### config.mk
export PLATFORM = sky130hd
export DESIGN_NAME = bcd_fb_divider
export DESIGN_NICKNAME = d
export VERILOG_FILES = /design/src/rtl/bcdiv_pkg.sv /design/src/rtl/bcdiv_prog_latch.sv /design/src/rtl/bcdiv_decade_chain.sv /design/src/rtl/bcdiv_tail_seq.sv /design/src/rtl/bcd_fb_divider.sv
export SDC_FILE = /design/constraint.sdc
export NUM_CORES = 1
export LEC_CHECK = 0
export ABC_AREA = 1
export ABC_CLOCK_PERIOD_IN_PS = 1000
export BUFFER_PORTS_ARGS = -buffer_cell sky130_fd_sc_hd__buf_2
export CORE_MARGIN = 4
export CORE_UTILIZATION = 46
export DETAILED_ROUTE_END_ITERATION = 10
export PLACE_DENSITY = 0.81
export SKIP_LAST_GASP = 1
export SYNTH_ARGS = -nofsm -noshare
export SYNTH_HDL_FRONTEND = slang
export SYNTH_SLANG_ARGS = --single-unit
### constraint.sdc
create_clock -name clk -period 1 [get_ports clk]
set_input_delay 0.1 -clock clk [delete_from_list [all_inputs] [get_ports clk]]
set_output_delay 0.1 -clock clk [all_outputs]
set_load 0.01 [all_outputs]
### src/rtl/bcdiv_pkg.sv
package bcdiv_pkg;

   localparam int BCD_W = 4;

   // decimal digit at position pos (0 = units) of a non-negative value
   function automatic int dec_digit(input int value, input int pos);
      int v;
      v = value;
      for (int i = 0; i < pos; i++) v = v / 10;
      return v % 10;
   endfunction

   function automatic int pow10(input int n);
      int r;
      r = 1;
      for (int i = 0; i < n; i++) r = r * 10;
      return r;
   endfunction

endpackage

### src/rtl/bcdiv_prog_latch.sv
module bcdiv_prog_latch #(
   parameter int DIG_W     = 4,
   parameter int LO_W      = 2,
   parameter int BAND_W    = 2,
   parameter int MAX_DIGIT = 9,
   parameter bit CLAMP_EN  = 1'b1
) (
   input  logic              clk,
   input  logic              rst,
   input  logic              ld_lo,
   input  logic              ld_hi,
   input  logic [DIG_W-1:0]  digit_in,
   input  logic [BAND_W-1:0] band_in,
   output logic [DIG_W-1:0]  digit_eff,
   output logic [BAND_W-1:0] band_q
);

   localparam logic [DIG_W-1:0] MAX_V = DIG_W'(MAX_DIGIT);

   logic [DIG_W-1:0] dig_q;

   always_ff @(posedge clk) begin
      if (rst) begin
         dig_q  <= '0;
         band_q <= '0;
      end else begin
         if (ld_lo) dig_q[LO_W-1:0] <= digit_in[LO_W-1:0];
         if (ld_hi) begin
            dig_q[DIG_W-1:LO_W] <= digit_in[DIG_W-1:LO_W];
            band_q              <= band_in;
         end
      end
   end

   // clamp at the point of use so the ratio never drops below its minimum
   generate
      if (CLAMP_EN) begin : g_clamp
         assign digit_eff = (dig_q > MAX_V) ? MAX_V : dig_q;
      end else begin : g_raw
         assign digit_eff = dig_q;
      end
   endgenerate

endmodule

### src/rtl/bcdiv_decade_chain.sv
module bcdiv_decade_chain #(
   parameter int NDEC   = 2,
   parameter int DEC_AT = 25
) (
   input  logic                       clk,
   input  logic                       rst,
   input  logic                       load,
   input  logic [bcdiv_pkg::BCD_W-1:0] preset,
   output logic                       term
);

   localparam int W = bcdiv_pkg::BCD_W;

   logic [NDEC-1:0] carry;
   logic [NDEC-1:0] match;

   assign carry[0] = 1'b1;

   generate
      for (genvar gi = 0; gi < NDEC; gi++) begin : g_dec
         localparam logic [W-1:0] TGT = W'(bcdiv_pkg::dec_digit(DEC_AT, gi));
         logic [W-1:0] q;

         always_ff @(posedge clk) begin
            if (rst)
               q <= '0;
            else if (load)
               q <= (gi == 0) ? preset : '0;
            else if (carry[gi])
               q <= (q == W'(9)) ? '0 : q + W'(1);
         end

         if (gi < NDEC - 1) begin : g_carry
            assign carry[gi+1] = carry[gi] && (q == W'(9));
         end

         assign match[gi] = (q == TGT);
      end
   endgenerate

   assign term = &match;

endmodule

### src/rtl/bcdiv_tail_seq.sv
module bcdiv_tail_seq (
   input  logic clk,
   input  logic rst,
   input  logic term,
   output logic pulse
);

   // arm_q follows the decode; pulse_q then runs for two clocks
   logic arm_q;
   logic pulse_q;

   always_ff @(posedge clk) begin
      if (rst) begin
         arm_q   <= 1'b0;
         pulse_q <= 1'b0;
      end else begin
         if (term)         arm_q <= 1'b1;
         else if (pulse_q) arm_q <= 1'b0;

         if (arm_q && !pulse_q)      pulse_q <= 1'b1;
         else if (pulse_q && !arm_q) pulse_q <= 1'b0;
      end
   end

   assign pulse = pulse_q;

endmodule

### src/rtl/bcd_fb_divider.sv
module bcd_fb_divider #(
   parameter int DIG_W     = 4,
   parameter int LO_W      = 2,
   parameter int BAND_W    = 2,
   parameter int NDEC      = 2,
   parameter int DEC_AT    = 25,
   parameter int MAX_DIGIT = 9,
   parameter bit CLAMP_EN  = 1'b1
) (
   input  logic              clk,
   input  logic              rst,
   input  logic [DIG_W-1:0]  prog_digit,
   input  logic              ld_lo,
   input  logic              ld_hi,
   input  logic [BAND_W-1:0] band_in,
   output logic [BAND_W-1:0] band_out,
   output logic              div_out
);

   generate
      if (DIG_W != bcdiv_pkg::BCD_W) begin : g_bad_width
         $error("digit width must be one BCD nibble");
      end
      if (LO_W < 1 || LO_W >= DIG_W) begin : g_bad_split
         $error("low half must leave bits for the high half");
      end
      if (MAX_DIGIT < 0 || MAX_DIGIT > 9) begin : g_bad_max
         $error("clamp digit must be a BCD digit");
      end
      if (DEC_AT <= MAX_DIGIT || DEC_AT + 2 >= bcdiv_pkg::pow10(NDEC)) begin : g_bad_term
         $error("terminal state must sit above every preset and fit the decades");
      end
   endgenerate

   logic [DIG_W-1:0] digit_eff;
   logic             term;
   logic             pulse;

   bcdiv_prog_latch #(
      .DIG_W    (DIG_W),
      .LO_W     (LO_W),
      .BAND_W   (BAND_W),
      .MAX_DIGIT(MAX_DIGIT),
      .CLAMP_EN (CLAMP_EN)
   ) u_latch (
      .clk      (clk),
      .rst      (rst),
      .ld_lo    (ld_lo),
      .ld_hi    (ld_hi),
      .digit_in (prog_digit),
      .band_in  (band_in),
      .digit_eff(digit_eff),
      .band_q   (band_out)
   );

   // counters sit in their preset for as long as the pulse is high
   bcdiv_decade_chain #(
      .NDEC  (NDEC),
      .DEC_AT(DEC_AT)
   ) u_chain (
      .clk   (clk),
      .rst   (rst),
      .load  (pulse),
      .preset(digit_eff),
      .term  (term)
   );

   bcdiv_tail_seq u_tail (
      .clk  (clk),
      .rst  (rst),
      .term (term),
      .pulse(pulse)
   );

   assign div_out = pulse;

endmodule

==> summary.md <==
| Metric | Value |
|---|---|
| Final setup violation count | `0` |
| Post-synth top area share | `between 40 and 50%` |
| Synth warn | `0` |
| CP Max Fanout | `6` |
| Slew @ Worst Pin | `approximately 0.24 ns` |
| Type of destination of the critical path | `flop` |
| Clock latency on the worst-skew pair | `0.28 ns` |
| Overflow after GRT | `0` |
| Per-cell routed wire length | `~11 µm` |
| Global-route wire length before repair | `roughly 2.5 mm` |
| Status | `completed` |
| Routability cong. | `0.870` |
| Hold_buf cts | `0` |
| Clock Skew | `about 0.0064 ns` |
| Share of cells above drive strength 1 | `a little under a third` |
| Starting DRT DRC Count | `18` |
| Max clock buf depth | `2` |
| Die Area | `roughly 2200 µm²` |
| Most frequent cells in the layout | `21 x nor2_1, 13 x o21ai_0, 13 x nand2_1, 12 x buf_2` |
| Startpoint types | `flop` |
| # port buffers | `12` |
| Pre-CTS setup slack | `about 0.01 ns` |
| Initial antenna violation count | `0` |
| Finished Layout Cells | `138` |
| Largest net degree at the start of global routing | `11` |
| Worst hold slack | `slightly above 0.03 ns` |
| RSZ-0062 raised after global routing | `yes` |
| Hold Path Class | `in2reg` |
| Synth top area cells | `dfxtp_1 45%, nor2_1 12%, o21ai_0 9.9%` |
| Initial Util | `around half` |
| Die width | `~47 µm` |
| Mean Syn Cell Area | `roughly 7.0 µm²` |
| Placed instance count | `~130` |
| Syn Inst Count | `between 100 and 150` |
| All-Layer GR Usage | `15.8%` |
| Power Dens Cells | `about 1300 nW/µm²` |
| Fill cell count | `126` |
| Setup TNS | `0 ns` |
| H-tree depth reported by CTS | `1` |
| Critical-path cell list | `inv_2, ha_4, o21ai_1, a21oi_1` |
| WP data arrival | `approximately 1.2 ns` |
| Leak Pwr | `a little over 0.4 nW` |
| Multi-input logic area | `approximately 370 µm²` |
| Synth Net Count | `approximately 110` |
| CTS tree | `yes` |
| Crit-path slowest cell | `dfxtp_4` |
| Area of the mapped netlist | `~710 µm²` |
| Clk sinks | `16` |
| Worst EP required | `about 1.2 ns` |
| Row count | `13` |
| Top delay family on crit path | `flip-flops` |
| Routed Antenna Nets | `0` |
| Max_cap viols | `0` |
| Via count | `just over 700` |
| Max VDD drop | `approximately 700 µV` |
| Max transition margin | `between 80 and 90%` |
| Final Slew Violations | `0` |
| Die height | `roughly 47 µm` |
| Number of CTS-inserted buffers | `3` |
| I/O pin count | `13` |
| Core Footprint | `1380 µm²` |
| Final Critical Period | `~0.95 ns` |
| Sequential Area | `335 µm²` |
| Seq/Total Area, Yosys | `between 40% and 50%` |
| Count of cell types in the netlist | `13` |
| Crit path buf inv count | `1` |
| Seq cells post-synth | `16` |
| HPWL after detailed placement | `1.14 mm` |
| CP max stage delay | `~0.39 ns` |
| Setup CP Type | `reg2reg` |
| Final period utilization | `around 95%` |
| Diode count | `0` |
| Final worst setup slack | `0.0456 ns` |
| Final net count | `135` |
| Final Hold Fails | `0` |
| Clock transition at the registers of the reported paths | `0.10 ns` |
| DRC viols | `0` |
| Drt pass-1 iters | `4` |
| Top achievable clock speed | `around 1000 MHz` |
| Via/cell ratio | `~5.2` |
| Largest area contributor in the netlist | `dfxtp_1` |
| Final WL | `around 1.5 mm` |
| Vias in the first global route | `620` |
| Root buffer cell | `clkbuf_4` |
| Syn-to-layout area delta | `27.6%` |
| Commonest non-fill, non-tap cell in the layout | `nor2_1` |
[registers in the layout, summed over array words and instances (netlist names)]
name             cells
u_tail.pulse         1
u_latch.dig_q        4
u_chain.g_dec.q      8
u_tail.arm_q         1
u_latch.band_q       2
[stage by stage]
stage                     area (µm²)  util [%]  power, mW
final                            907      65.6       1.22
after global routing             907      65.6       1.29
after CTS                        855      61.8       1.22
after detailed placement         816      59.0      0.802
after global placement           816      59.0      0.796
after floorplan                  714         -      0.752
[cells by family (layout without fill, tap and decap cells)]
group	after synthesis	after routing	share of synthesized area, %
compound gates	22	22	15.5
fa+ha+maj	1	1	1.76
buf+inv	12	33	6.34
flops	16	16	45.1
simple gates	51	51	31.3
[Yosys cell counts (all sizes together)]
cell   count
a21oi      6
dfxtp     16
ha         1
inv       12
nand2     17
nand3      7
nand4      2
nor2      23
nor3       2
o21ai     16
[area by class of cell]
type                    count  share of cell area, %
clock buffers               4                   4.00
flip-flops and latches     16                   37.0
well taps                  15                   2.07
multi-input cells          74                   41.0
repair buffers             17                   10.8
inverters                  12                   5.24
[routing by layer]
| metal | wire length (µm) | vias up | track usage (%) |
|---|---|---|---|
| li1 | - | 378 | - |
| met1 | 682 | 308 | 20.6 |
| met2 | 735 | 29 | 24.1 |
| met3 | 95 | 2 | 3.45 |
| met4 | 10 | 0 | 8.29 |
| met5 | 0 | - | 0 |
[worst paths after layout]
path	start	endpoint	slack, ns	depth (start not counted)
worst max-delay path	u_tail.pulse	u_tail.pulse	0.05	4
worst min-delay path	rst	u_chain.g_dec[0].q[2]	0.03	2
worst max register to register	u_tail.pulse	u_tail.pulse	0.05	4
worst min register to register	u_tail.arm_q	u_tail.arm_q	0.51	2
[timing repair]
action                     4_1_cts  5_1_grt
buffers inserted                 0        2
pin swaps                        0        3
setup endpoints to repair        1        7
resized for setup                2       12
[worst register-to-register path: cells and delay by family, from the launching register on]
| kind | cells | cell delay, ns |
|---|---|---|
| AO/OA/AOI/OAI | 2 | 0.18 |
| flip-flops | 1 | 0.39 |
| adder cells (fa/ha/maj) | 1 | 0.26 |
| buffers and inverters | 1 | 0.06 |
[report_power, final]
part	switching [mW]	internal, mW	leakage, nW
sequential	0.0219	0.658	0.134
clock	0.198	0.221	0.0210
combinational	0.0646	0.0532	0.250
total	0.284	0.933	0.406
Power figures use the tool's default switching activity.
